==> src/rtl/stl_pkg.sv <==
package stl_pkg;
  typedef enum logic [1:0] {
    SP_NOM   = 2'd0,
    SP_LONG  = 2'd1,
    SP_SHORT = 2'd2
  } spacing_e;
endpackage

==> src/rtl/stl_counter.sv <==
module stl_counter
  import stl_pkg::*;
#(
  parameter int TSYMB = 16,
  localparam int CNT_W = $clog2(TSYMB + 2)
) (
  input  logic     clk,
  input  logic     rst_n,
  input  logic     step,
  input  spacing_e spacing,
  output logic     at_first,
  output logic     at_on,
  output logic     at_last
);
  logic [CNT_W-1:0] cnt;
  logic [CNT_W-1:0] reload;

  always_comb begin
    case (spacing)
      SP_LONG:  reload = CNT_W'(TSYMB + 1);
      SP_SHORT: reload = CNT_W'(TSYMB - 1);
      default:  reload = CNT_W'(TSYMB);
    endcase
  end

  assign at_first = (cnt == CNT_W'(3));
  assign at_on    = (cnt == CNT_W'(2));
  assign at_last  = (cnt == CNT_W'(1));

  always_ff @(posedge clk) begin
    if (!rst_n)       cnt <= CNT_W'(TSYMB);
    else if (step)    cnt <= at_last ? reload : cnt - 1'b1;
  end

  // the count never leaves 1..TSYMB+1
  a_r2_range: assert property (@(posedge clk) disable iff (!rst_n)
    (cnt >= CNT_W'(1)) && (cnt <= CNT_W'(TSYMB + 1)));
  // no accepted sample, no movement
  a_r2_hold: assert property (@(posedge clk) disable iff (!rst_n)
    !step |=> $stable(cnt));
  // a forward slip reloads the long gap
  a_r4_long: assert property (@(posedge clk) disable iff (!rst_n)
    step && at_last && spacing == SP_LONG |=> cnt == CNT_W'(TSYMB + 1));
  // a backward slip reloads the short gap
  a_r5_short: assert property (@(posedge clk) disable iff (!rst_n)
    step && at_last && spacing == SP_SHORT |=> cnt == CNT_W'(TSYMB - 1));
  // no slip reloads the nominal gap
  a_r6_nom: assert property (@(posedge clk) disable iff (!rst_n)
    step && at_last && spacing == SP_NOM |=> cnt == CNT_W'(TSYMB));
endmodule

==> src/rtl/stl_capture.sv <==
module stl_capture #(
  parameter int SAMPLE_W = 16
) (
  input  logic                       clk,
  input  logic                       rst_n,
  input  logic                       step,
  input  logic                       at_first,
  input  logic                       at_on,
  input  logic signed [SAMPLE_W-1:0] in_data,
  output logic signed [SAMPLE_W-1:0] early_q,
  output logic signed [SAMPLE_W-1:0] on_q
);
  always_ff @(posedge clk) begin
    if (!rst_n) begin
      early_q <= '0;
      on_q    <= '0;
    end else if (step) begin
      if (at_first) early_q <= in_data;
      if (at_on)    on_q    <= in_data;
    end
  end
endmodule

==> src/rtl/stl_decide.sv <==
module stl_decide
  import stl_pkg::*;
#(
  parameter int SAMPLE_W = 16,
  parameter int ACC_W    = 40,
  parameter int TH_W     = 32,
  localparam int PROD_W  = 2 * SAMPLE_W + 1
) (
  input  logic                       clk,
  input  logic                       rst_n,
  input  logic                       eval,
  input  logic signed [SAMPLE_W-1:0] early,
  input  logic signed [SAMPLE_W-1:0] on_s,
  input  logic signed [SAMPLE_W-1:0] late,
  input  logic        [TH_W-1:0]     threshold,
  output spacing_e                   spacing
);
  logic signed [PROD_W-1:0] on_x, diff_x, prod;
  logic signed [ACC_W-1:0]  acc, sum_next, th_x;
  logic                     ahead, behind;

  assign on_x     = {{(PROD_W - SAMPLE_W){on_s[SAMPLE_W-1]}}, on_s};
  assign diff_x   = {{(PROD_W - SAMPLE_W){late[SAMPLE_W-1]}}, late}
                  - {{(PROD_W - SAMPLE_W){early[SAMPLE_W-1]}}, early};
  assign prod     = on_x * diff_x;
  assign sum_next = acc + {{(ACC_W - PROD_W){prod[PROD_W-1]}}, prod};
  assign th_x     = $signed({{(ACC_W - TH_W){1'b0}}, threshold});
  assign ahead    = sum_next > th_x;
  assign behind   = sum_next < -th_x;
  assign spacing  = ahead ? SP_LONG : (behind ? SP_SHORT : SP_NOM);

  always_ff @(posedge clk) begin
    if (!rst_n)    acc <= '0;
    else if (eval) acc <= (ahead || behind) ? '0 : sum_next;
  end

  // every slip leaves a cleared sum
  a_r4_clear: assert property (@(posedge clk) disable iff (!rst_n)
    eval && spacing != SP_NOM |=> acc == '0);
  // without an evaluation the sum is kept
  a_r6_keep: assert property (@(posedge clk) disable iff (!rst_n)
    !eval |=> $stable(acc));
endmodule

==> src/rtl/sym_timing_loop.sv <==
module sym_timing_loop
  import stl_pkg::*;
#(
  parameter int SAMPLE_W = 16,
  parameter int TSYMB    = 16,
  parameter int ACC_W    = 40,
  parameter int TH_W     = 32
) (
  input  logic                clk,
  input  logic                rst_n,
  input  logic                in_valid,
  output logic                in_ready,
  input  logic [SAMPLE_W-1:0] in_data,
  input  logic [TH_W-1:0]     threshold,
  output logic                out_valid,
  input  logic                out_ready,
  output logic [SAMPLE_W-1:0] out_data,
  output logic                slip_fwd,
  output logic                slip_back
);
  logic                       step, at_first, at_on, at_last, emit;
  logic signed [SAMPLE_W-1:0] early_q, on_q;
  spacing_e                   spacing;

  assign in_ready = !out_valid || out_ready;
  assign step     = in_valid && in_ready;
  assign emit     = step && at_last;

  stl_counter #(.TSYMB(TSYMB)) u_cnt (
    .clk(clk), .rst_n(rst_n), .step(step), .spacing(spacing),
    .at_first(at_first), .at_on(at_on), .at_last(at_last)
  );

  stl_capture #(.SAMPLE_W(SAMPLE_W)) u_cap (
    .clk(clk), .rst_n(rst_n), .step(step), .at_first(at_first),
    .at_on(at_on), .in_data($signed(in_data)),
    .early_q(early_q), .on_q(on_q)
  );

  stl_decide #(.SAMPLE_W(SAMPLE_W), .ACC_W(ACC_W), .TH_W(TH_W)) u_dec (
    .clk(clk), .rst_n(rst_n), .eval(emit), .early(early_q), .on_s(on_q),
    .late($signed(in_data)), .threshold(threshold), .spacing(spacing)
  );

  always_ff @(posedge clk) begin
    if (!rst_n) begin
      out_valid <= 1'b0;
      out_data  <= '0;
      slip_fwd  <= 1'b0;
      slip_back <= 1'b0;
    end else if (emit) begin
      out_valid <= 1'b1;
      out_data  <= on_q;
      slip_fwd  <= (spacing == SP_LONG);
      slip_back <= (spacing == SP_SHORT);
    end else if (out_ready) begin
      out_valid <= 1'b0;
    end
  end

  // a refused symbol stays put
  a_r8_hold: assert property (@(posedge clk) disable iff (!rst_n)
    out_valid && !out_ready |=> out_valid && $stable(out_data));
  // nothing enters while the output is blocked
  a_r8_stall: assert property (@(posedge clk) disable iff (!rst_n)
    out_valid && !out_ready |=> $stable(slip_fwd) && $stable(slip_back));
  // the two slip flags exclude each other
  a_r7_flags: assert property (@(posedge clk) disable iff (!rst_n)
    $onehot0({slip_fwd, slip_back}));
endmodule

==> config.mk <==
export PLATFORM = sky130hd
export DESIGN_NAME = sym_timing_loop
export DESIGN_NICKNAME = d
export VERILOG_FILES = /design/src/rtl/stl_pkg.sv /design/src/rtl/stl_counter.sv /design/src/rtl/stl_capture.sv /design/src/rtl/stl_decide.sv /design/src/rtl/sym_timing_loop.sv
export SDC_FILE = /design/constraint.sdc
export NUM_CORES = 1
export LEC_CHECK = 0
export ABC_AREA = 0
export BUFFER_PORTS_ARGS = -buffer_cell sky130_fd_sc_hd__buf_2
export CAP_MARGIN = 30
export CORE_ASPECT_RATIO = 0.5
export CORE_MARGIN = 2
export CORE_UTILIZATION = 60
export DETAILED_ROUTE_END_ITERATION = 8
export GPL_TIMING_DRIVEN = 0
export PLACE_DENSITY = 0.82
export SETUP_SLACK_MARGIN = 0.15
export SYNTH_ARGS = -nofsm -noshare
export SYNTH_HDL_FRONTEND = slang
export SYNTH_SLANG_ARGS = --single-unit
==> constraint.sdc <==
create_clock -name clk -period 13.3 [get_ports clk]
set_input_delay 0.665 -clock clk [delete_from_list [all_inputs] [get_ports clk]]
set_output_delay 0.665 -clock clk [all_outputs]
set_load 0.02 [all_outputs]
# Word level (Yosys, flattened, before mapping)

Cells that the tools add are included.

Mux-type cells: 7
$lt $le $gt $ge: 2
$mul: 1
$add $sub $neg: 4
Reduce and logical (&&, ||, !) cells: 8
Equal/unequal tests: 5

Operator list:

| cell                  | count |
|---|---|
| $add A40 B40 Y40      | 1 |
| $gt A40 B33 Y1        | 1 |
| $lt A40 B40 Y1        | 1 |
| $mux W40              | 1 |
| $neg A32 Y40          | 1 |
| $mul A16 B17 Y33      | 1 |
| $sub A16 B16 Y17      | 1 |
| $eq A5 B2 Y1 const B  | 2 |
| $pmux W5 S2           | 1 |
| $eq A5 B1 Y1 const B  | 1 |
| $mux W5               | 1 |
| $sub A5 B1 Y5 const B | 1 |
| $mux W2               | 2 |
| $reduce_and A2 Y1     | 2 |
| $eq A2 B1 Y1 const B  | 1 |
| $eq A2 B2 Y1 const B  | 1 |
| $logic_and A1 B1 Y1   | 2 |
| $logic_or A1 B1 Y1    | 2 |
| $mux W1               | 2 |
| $reduce_bool A2 Y1    | 1 |
| $logic_not A1 Y1      | 1 |

Bits of input ports: 52
Logic and storage cells: 35
Flip-flop bits (word level): 96
Output and inout bits: 20

# Longest topological paths before layout

Gate-level depths: netlist of the first run.

Word-level depth: 9
Mapped depth: 59
Mapped depth without buffers: 56

# By module

A second synthesis of the first run with hierarchy kept.

Cell total of the unflattened synthesis: 2,496
Area total of the unflattened synthesis: 20,432.1 um^2

Modules (own cells, without submodules):

| module          | sequential area each (um^2) | cells an instance | area an instance (um^2) | times used |
|---|---|---|---|---|
| stl_decide      | 800.8                       | 2,220             | 17,899.7                | 1 |
| stl_capture     | 640.6                       | 147               | 1,338.8                 | 1 |
| sym_timing_loop | 380.4                       | 84                | 809.5                   | 1 |
| stl_counter     | 100.1                       | 45                | 384.1                   | 1 |

# Worst setup path before layout of the first run

OpenSTA, ideal clock, no wires.

Kind: input to register
Start: input in_data[0]
End: register u_dec.acc[16]
Required time: 13.183 ns
Buffers on the path: 5
Arrival time: 11.973 ns
Setup time: 0.117 ns
Cell stages on the path: 56
Setup slack: 1.210 ns
Path through: inv_1 > ha_1 > fa_1 > nor2b_1 > o21ai_0 > a21boi_1 > o21ai_0 > a21boi_1 > o21ai_0 > a21boi_1 > o31a_1 > o21a_1 > or3_1 > clkbuf_1 > clkbuf_1 > nand3_1 > fa_1 > fa_1 > [... 20 more ...] > o221ai_1 > a221oi_1 > a21oi_2 > a21boi_0 > o21ai_0 > xnor2_1 > inv_1 > ha_1 > a2111oi_0 > o311ai_0 > a22o_1 > and3_1 > o31ai_1 > a22o_2 > nor4_4 > buf_6 > buf_6 > a22o_1

Cells in the longest elaborated chain, start to end: 6
Elaborated cells between the ends (all ways): 7
Classes of those cells: 2 x add/sub; 1 x mul; 2 x order compare; 1 x mux; 1 x reduce/logical

Ends and longest elaborated chain:

| item                                             | RTL line                           | source |
|---|---|---|
| from (decl)                                      | sym_timing_loop.sv:13              | `input logic [SAMPLE_W-1:0] in_data,` |
| $sub A16 B16 Y17 *                               | stl_decide.sv:24                   | `- {{(PROD_W - SAMPLE_W){early[SAMPLE_W-1]}}, early};` |
| $mul A16 B17 Y33 *                               | stl_decide.sv:25                   | `assign prod = on_x * diff_x;` |
| $add A40 B40 Y40 *                               | stl_decide.sv:26                   | `assign sum_next = acc + {{(ACC_W - PROD_W){prod[PROD_W-1]}}, prod};` |
| $gt A40 B33 Y1 or $lt A40 B40 Y1 (tied branches) | stl_decide.sv:28, stl_decide.sv:29 |  |
| $logic_or A1 B1 Y1                               | stl_decide.sv:34                   | `else if (eval) acc <= (ahead \|\| behind) ? '0 : sum_next;` |
| $mux W40 *                                       | stl_decide.sv:34                   |  |
| to (signal assigned)                             | stl_decide.sv:34                   |  |
| to (decl)                                        | stl_decide.sv:19                   | `logic signed [ACC_W-1:0] acc, sum_next, th_x;` |

Mark *: on every way between the ends. The rest lies on a longest branch, timed or not.
A chain may end at the register's enable or synchronous reset.

# Worst setup path in the final report of the first run

Start: input in_data[1]
End: register u_dec.acc[13]

The elaborated chain is that of the path after synthesis.

==> reports/qor.yml, run 1 <==
cells_and_area:
  fin_nets: 3075
  multi_input_area_sq_um: 16600
  layout-drive-gt1-share_pct: 10.74
  regArea_sq_um: 1922
  fillCellCount: 2563
  area_growth_pct: 11.18
  design_area_sq_um: 22090
  post-route-util_pct: 67.33
route:
  routed.top_layer: "met4"
  via_count: 18066
  wl_met2_mm: 25.74
  drc: 1
  via_per_inst: 6.052
  wl_per_cell_microns: 19.98
  detail_route.iter0.violations: 1737
  m1WireLength_mm: 23.56
  wl_met3_mm: 7.434
  first_pass_iters: 8
  drtAntennaViolNets: 0
  wl_mm: 59.64
yosys:
  synth_top_cell_area_share_pct: 27.30
  synth.yosys.seq_area_share_pct: 9.672
  dominantRegCellSynth: "dfxtp_1"
  syn_inst: 2414
  synth_area_sq_um: 19870
  ys_top_cells_by_count: "403 x inv_1, 316 x nand2_1, 271 x fa_1"
  synthesis.nets: 2952
  syn_area_per_cell_sq_um: 8.231
  synth.most_common_cell: "inv_1"
  synth-warning-count: 0
  synth_cell_types: 86
  synthArstFlopShare_pct: 0
  synth-edff-count: 0
  ys_ff_latch: 96
  synth_area_leader_cell: "fa_1"
  yosys-top-cells-area: "fa_1 27%, ha_1 14%, dfxtp_1 9.7%"
job:
  max-cap-violations: 0
die:
  core.rowCount: 47
  initial_utilization_pct: 60.55
  core_sq_um: 32810
  die_y_microns: 132.7
  ios: 72
  die-area_sq_um: 34680
  die_w_microns: 261.4
status:
  violations: "DRC"
  status: "finished, violations left"
placed_design:
  dp_hpwl_mm: 46.18
  postPlaceCellArea_sq_um: 20810
  io_buffer_count: 71
  place.gp.congestion: 1.025
cts:
  ctsHoldBuffers: 0
  htree_levels: 3
  cts_tree: "yes"
  clock-sinks: 96
  clkLatencyLatePin_ns: 0.36
  numCtsBuffers: 9
  path_clk_slew_ns: 0.08
  clock_path_buffers: 2
  clockRootBuffer: "clkbuf_16"
worst_setup_path:
  cp-end-kind: "flop"
  r2r_cells: 56
  path_max_fanout: 10
  max_stage_delay_ns: 0.60
  required_ns: 13.55
  r2r_setup_slack_ns: 0.36
  worst_path_max_delay_cell: "fa_1"
  startpoint_type: "primary input"
  critPathArrivalTime_ns: 13.20
  reg2reg_to: "u_dec.acc[13]$_SDFFE_PN0P_"
  crit_type: "primary input to flop"
  r2r_start: "u_cap.early_q[1]$_SDFFE_PN0P_"
power:
  comb_power_share_pct: 37.6
  p_switching_w: 0.0003653
  pwr-share-clk_pct: 31.5
  seqPwrFrac_pct: 30.9
  swShare_pct: 38.50
  p_int_w: 0.0005836
  vdd_drop_max_mv: 0.06743
  power_density_nw_per_um2: 42.95
  p_leak_nw: 10.92
global_routing:
  grt_pass1_vias: 17862
  grt_pass1_wl_mm: 94.34
  grt_usage_pct: 34.83
  grt_max_degree: 17
  gr-total-overflow: 0
  antenna_found_initial: 1
timing:
  min_period_ns: 12.95
  finalHoldViolCount: 0
  setup_viol: 0
  tightest_slew_ns: 1.085
  timing.fmax_mhz: 77.22
  relSlewSlack_pct: 27.39
  worst_clock_skew_ns: 0.004430
  slew_violations: 0
  period_share_pct: 97.37
hold_path:
  whs_path_depth: 2
  hold_class: "flop to flop"
  hold_start: "u_cap.early_q[13]$_SDFFE_PN0P_"
  hold_end: "u_cap.early_q[13]$_SDFFE_PN0P_"
## power by group through the flow
stage	Combinational, W	Sequential [W]	Clock, W
6_report	0.000357	0.000293	0.000299
5_1_grt	0.000384	0.000293	0.000306
3_3_place_gp	0.000295	0.000300	0
4_1_cts	0.000320	0.000293	0.000297
3_5_place_dp	0.000302	0.000300	0
2_1_floorplan	0.000201	0.000299	0
## kinds of logic (layout without fill, tap and decap cells)
kind of cell,after synthesis,count (layout),share of synthesized area (%)
adders and majority gates,488,488,40.94
other,0,2,0
AOI/OAI and AO/OA,469,469,16.48
buffers and inverters,515,643,9.848
DFF,96,96,9.672
muxes,4,4,0.2078
and+or+nand+nor,733,733,18.05
xor gates and xnor gates,109,109,4.805
## final cells by class
| type | count | share of cell area (%) |
|---|---|---|
| Buffer | 110 | 2.282 |
| Antenna cell | 2 | 0.02265 |
| Tap cell | 441 | 2.498 |
| Inverter | 405 | 6.881 |
| Timing Repair Buffer | 112 | 3.024 |
| Multi-Input combinational cell | 1803 | 75.14 |
| Clock buffer | 10 | 1.036 |
| Clock inverter | 6 | 0.4134 |
| Sequential cell | 96 | 8.699 |
## worst max-delay path by stage
| stage | from | end | slack (ns) | cells after the start |
|---|---|---|---|---|
| floorplan | in_data[0] | u_dec.acc[16]$_SDFFE_PN0P_ | 1.21 | 56 |
| global placement | in_data[0] | u_dec.acc[3]$_SDFFE_PN0P_ | -1.39 | 53 |
| detailed placement | in_data[0] | u_dec.acc[33]$_SDFFE_PN0P_ | -1.61 | 53 |
| CTS | in_data[0] | u_dec.acc[13]$_SDFFE_PN0P_ | 0.15 | 56 |
| global route | u_cap.early_q[1]$_SDFFE_PN0P_ | u_dec.acc[16]$_SDFFE_PN0P_ | -0.14 | 50 |
| finish | in_data[1] | u_dec.acc[13]$_SDFFE_PN0P_ | 0.35 | 56 |
## per-stage QoR
step / power [W] / TNS [ns] / hold slack (ns) / std cells / worst slack, ns
2_1_floorplan: 0.0005003 / 0 / 0.4435 / 2414 / 1.210
3_3_place_gp: 0.0005950 / -60.28 / 0.4510 / 2926 / -1.392
3_5_place_dp: 0.0006013 / -70.62 / 0.4574 / 2930 / -1.610
4_1_cts: 0.0009105 / 0 / 0.4675 / 2955 / 0.1522
5_1_grt: 0.0009840 / -2.410 / 0.4889 / 2983 / -0.1356
6_report: 0.0009490 / 0 / 0.4638 / 2985 / 0.3492
## state kept, by name, indices dropped and copies added, names as in the netlist
name / flops
u_dec.acc: 40
out_data: 16
u_cap.early_q: 16
u_cap.on_q: 16
u_cnt.cnt: 5
out_valid: 1
slip_back: 1
slip_fwd: 1
## repair_timing
item                       CTS  global route
setup endpoints to repair   47            47
hold endpoints to repair     0             0
gates resized for setup     78           102
pin swaps                   11            44
setup buffers                9            28
## critical path: cells and delay by family
| family | cells | cell delay [ns] |
|---|---|---|
| AOI/OAI and AO/OA | 26 | 5.61 |
| xor gates and xnor gates | 2 | 0.37 |
| adders and majority gates | 10 | 4.17 |
| buffers and inverters | 11 | 1.25 |
| and+or+nand+nor | 7 | 1.09 |
## layer usage
layer	vias to the layer above	track usage (%)
met5	-	0
met4	0	13.83
met3	204	10.73
met2	1038	53.20
met1	8647	46.31
li1	8177	-
## placed cells by master, fill, tap and decap left out, drive strengths merged, types with 8 or more instances in the layout
cell	count
a21o	53
and2	94
a21boi	59
inv	404
o31ai	11
o311ai	9
a21oi	90
o221ai	11
nor2	85
nand3	58
a31oi	13
o211ai	14
nor3	24
and3	38
a22o	42
clkbuf	106
nand2b	24
nor4	13
a211oi	33
dfxtp	96
nand4	19
o21ai	63
fa	271
o22ai	9
or3	8
xnor2	90
nor2b	34
buf	124
xor2	19
o21a	20
nand2	316
ha	215
No activity file was read; power rests on OpenSTA's default activity.
==> run 2, diff against run 1 <==
Settings changed: CORE_ASPECT_RATIO 0.5 to 0.8, CORE_UTILIZATION 60 to 59, CTS_BUF_LIST set to sky130_fd_sc_hd__clkbuf_4 sky130_fd_sc_hd__clkbuf_8 sky130_fd_sc_hd__clkbuf_16, PLACE_DENSITY 0.82 to 0.83.
Clock period 13.3 ns to 10.8 ns, I/O delays scaled along.
==> reports/qor.yml, run 2 (synthesized netlist as in run 1, its figures left out) <==
status:
  status: "finished, violations left"
  violations: "setup timing"
global_routing:
  grt_pass1_wl_mm: 99.06  # +5.0%
  gr-total-overflow: 0  # unchanged
  antenna_found_initial: 1  # unchanged
  grt_usage_pct: 36.14  # +1.3 points
  grt_max_degree: 20  # +3
  grt_pass1_vias: 18640  # +4.4%
worst_setup_path:
  worst_path_max_delay_cell: "fa_2"
  r2r_setup_slack_ns: -1.71  # -2.07 ns
  crit_type: "flop to flop"
  r2r_cells: 56  # unchanged
  r2r_start: "u_cap.early_q[1]$_SDFFE_PN0P_"
  reg2reg_to: "u_dec.acc[13]$_SDFFE_PN0P_"
  cp-end-kind: "flop"
  max_stage_delay_ns: 0.59  # about the same
  path_max_fanout: 5  # -5
  critPathArrivalTime_ns: 12.78  # -0.42 ns
  startpoint_type: "flop"
  required_ns: 11.07  # -2.48 ns
route:
  drtAntennaViolNets: 0  # unchanged
  detail_route.iter0.violations: 2208  # +27%
  drc: 0  # -1
  via_count: 18914  # +4.7%
  first_pass_iters: 7  # -1
  wl_mm: 64.56  # +8.2%
  via_per_inst: 6.197  # +2.4%
  wl_per_cell_microns: 21.15  # +5.9%
power:
  vdd_drop_max_mv: 0.06818  # +1.1%
  power_density_nw_per_um2: 51.07  # +19%
  p_leak_nw: 11.52  # +5.4%
cts:
  ctsHoldBuffers: 0  # unchanged
  clkLatencyLatePin_ns: 0.38  # +0.02 ns
  numCtsBuffers: 9  # unchanged
  cts_tree: "yes"
  htree_levels: 3  # unchanged
  clock-sinks: 96  # unchanged
  clock_path_buffers: 2  # unchanged
  path_clk_slew_ns: 0.08  # about the same
  clockRootBuffer: "clkbuf_16"
die:
  ios: 72  # unchanged
  die_w_microns: 209.2  # -20%
  die_y_microns: 168.1  # +27%
  die-area_sq_um: 35170  # +1.4%
  core_sq_um: 33410  # +1.8%
  initial_utilization_pct: 59.48  # -1.1 points
  core.rowCount: 60  # +28%
job:
  max-cap-violations: 0  # unchanged
timing:
  relSlewSlack_pct: 23.68  # -3.7 points
  finalHoldViolCount: 0  # unchanged
  slew_violations: 0  # unchanged
  timing.fmax_mhz: 79.96
  setup_viol: 47  # +47
  fin_ws_ns: -1.706  # -2.055 ns
  rsz0062_at_grt: "true"
  worst_clock_skew_ns: 0.01056  # +0.006133 ns
  period_share_pct: 115.8
  tightest_slew_ns: 1.116  # +0.03083 ns
  min_period_ns: 12.51
placed_design:
  io_buffer_count: 71  # unchanged
  dp_slack_ns: -3.488  # -1.877 ns
  postPlaceCellArea_sq_um: 21110  # +1.5%
  place.gp.congestion: 1.026  # +0.15%
  dp_hpwl_mm: 48.39  # +4.8%
cells_and_area:
  area_growth_pct: 18.22
  regArea_sq_um: 1926  # +0.20%
  multi_input_area_sq_um: 17230  # +3.8%
  layout_common_cells: "392 x inv_1, 310 x nand2_1, 262 x fa_1"
  fin_nets: 3151  # +2.5%
  largest_register_ffs: 40  # unchanged
  final_common_cell: "inv_1"
  design_area_sq_um: 23490  # +6.3%
  layout-drive-gt1-share_pct: 17.11  # +6.4 points
  top_register: "u_dec.acc"
  fillCellCount: 2428  # -5.3%
  num_antenna_cells: 0  # -2
hold_path:
  hold_start: "in_data[12]"
  whs_path_depth: 3  # +1
  hold_end: "u_cap.on_q[12]$_SDFFE_PN0P_"
  hold_class: "primary input to flop"
## run 2: cell types whose count changed in the layout (fill, tap and decap cells not counted), moves of 11 or more
cell,before,now
buf_6,4,16
o21ai_0,53,41
inv_1,403,392
a21oi_2,8,26
buf_4,41,103
ha_4,3,15
a21oi_1,80,62
ha_1,210,197
## run 2: critical path: cells and delay by family (launching register included)
family                     cells  cell delay, ns
DFF                            1            0.35
and+or+nand+nor               12            1.98
buffers and inverters         12            1.40
adders and majority gates     10            4.04
AOI/OAI and AO/OA             20            4.11
xor gates and xnor gates       2            0.47
## run 2: layer usage
metal  track usage, %  routed length, microns  vias to the layer above
met5                0                       0                        -
met2            54.07                   27800                     1134
met3            10.39                    8179                      274
li1                 -                       -                     8327
met4            15.90                    3364                        0
met1            48.95                   25220                     9179
## run 2: through the flow
step | TNS, ns | hold WS, ns | total power, W | utilization (%) | std cells
after floorplan | -12.72 | 0.4435 | 0.0006261 | - | 2414
after global placement | -145.00 | 0.4517 | 0.0007379 | 63.15 | 2919
after detailed placement | -156.79 | 0.4565 | 0.0007516 | 63.20 | 2921
after CTS | -59.68 | 0.4396 | 0.001142 | 67.66 | 3003
after global routing | -88.72 | 0.4572 | 0.001245 | 70.31 | 3052
final | -76.86 | 0.4425 | 0.001200 | 70.31 | 3052
## run 2: cell type report
cell class | instances | share of cell area, %
tap | 434 | 2.312
clock inverter | 7 | 0.3143
multi-input combinational | 1803 | 73.33
inverter | 405 | 6.525
clock buffer | 9 | 0.9588
timing repair buffer | 188 | 5.737
sequential | 96 | 8.198
buffer | 110 | 2.626
## run 2: worst max-delay path by stage
| stage | endpoint | slack (ns) | start |
|---|---|---|---|
| 2_1_floorplan | u_dec.acc[10]$_SDFFE_PN0P_ | -0.35 | in_data[0] |
| 3_3_place_gp | u_dec.acc[6]$_SDFFE_PN0P_ | -3.23 | in_data[0] |
| 3_5_place_dp | u_dec.acc[3]$_SDFFE_PN0P_ | -3.49 | in_data[1] |
| 4_1_cts | u_dec.acc[18]$_SDFFE_PN0P_ | -1.31 | u_cap.early_q[0]$_SDFFE_PN0P_ |
| 5_1_grt | u_dec.acc[13]$_SDFFE_PN0P_ | -1.95 | u_cap.early_q[1]$_SDFFE_PN0P_ |
| 6_report | u_dec.acc[13]$_SDFFE_PN0P_ | -1.71 | u_cap.early_q[1]$_SDFFE_PN0P_ |
## run 2: what timing repair did
item	CTS	global route
resized for setup	158	131
setup buffers	65	45
pin swaps	69	91
endpoints found under the setup margin	47	47
cloned	1	3
## run 2: power breakdown
| part | switching, W | internal (W) | total, W |
|---|---|---|---|
| clock network | 0.000175 | 0.000164 | 0.000338 |
| logic | 0.000307 | 0.000194 | 0.000501 |
| registers | 0.00000404 | 0.000357 | 0.000361 |
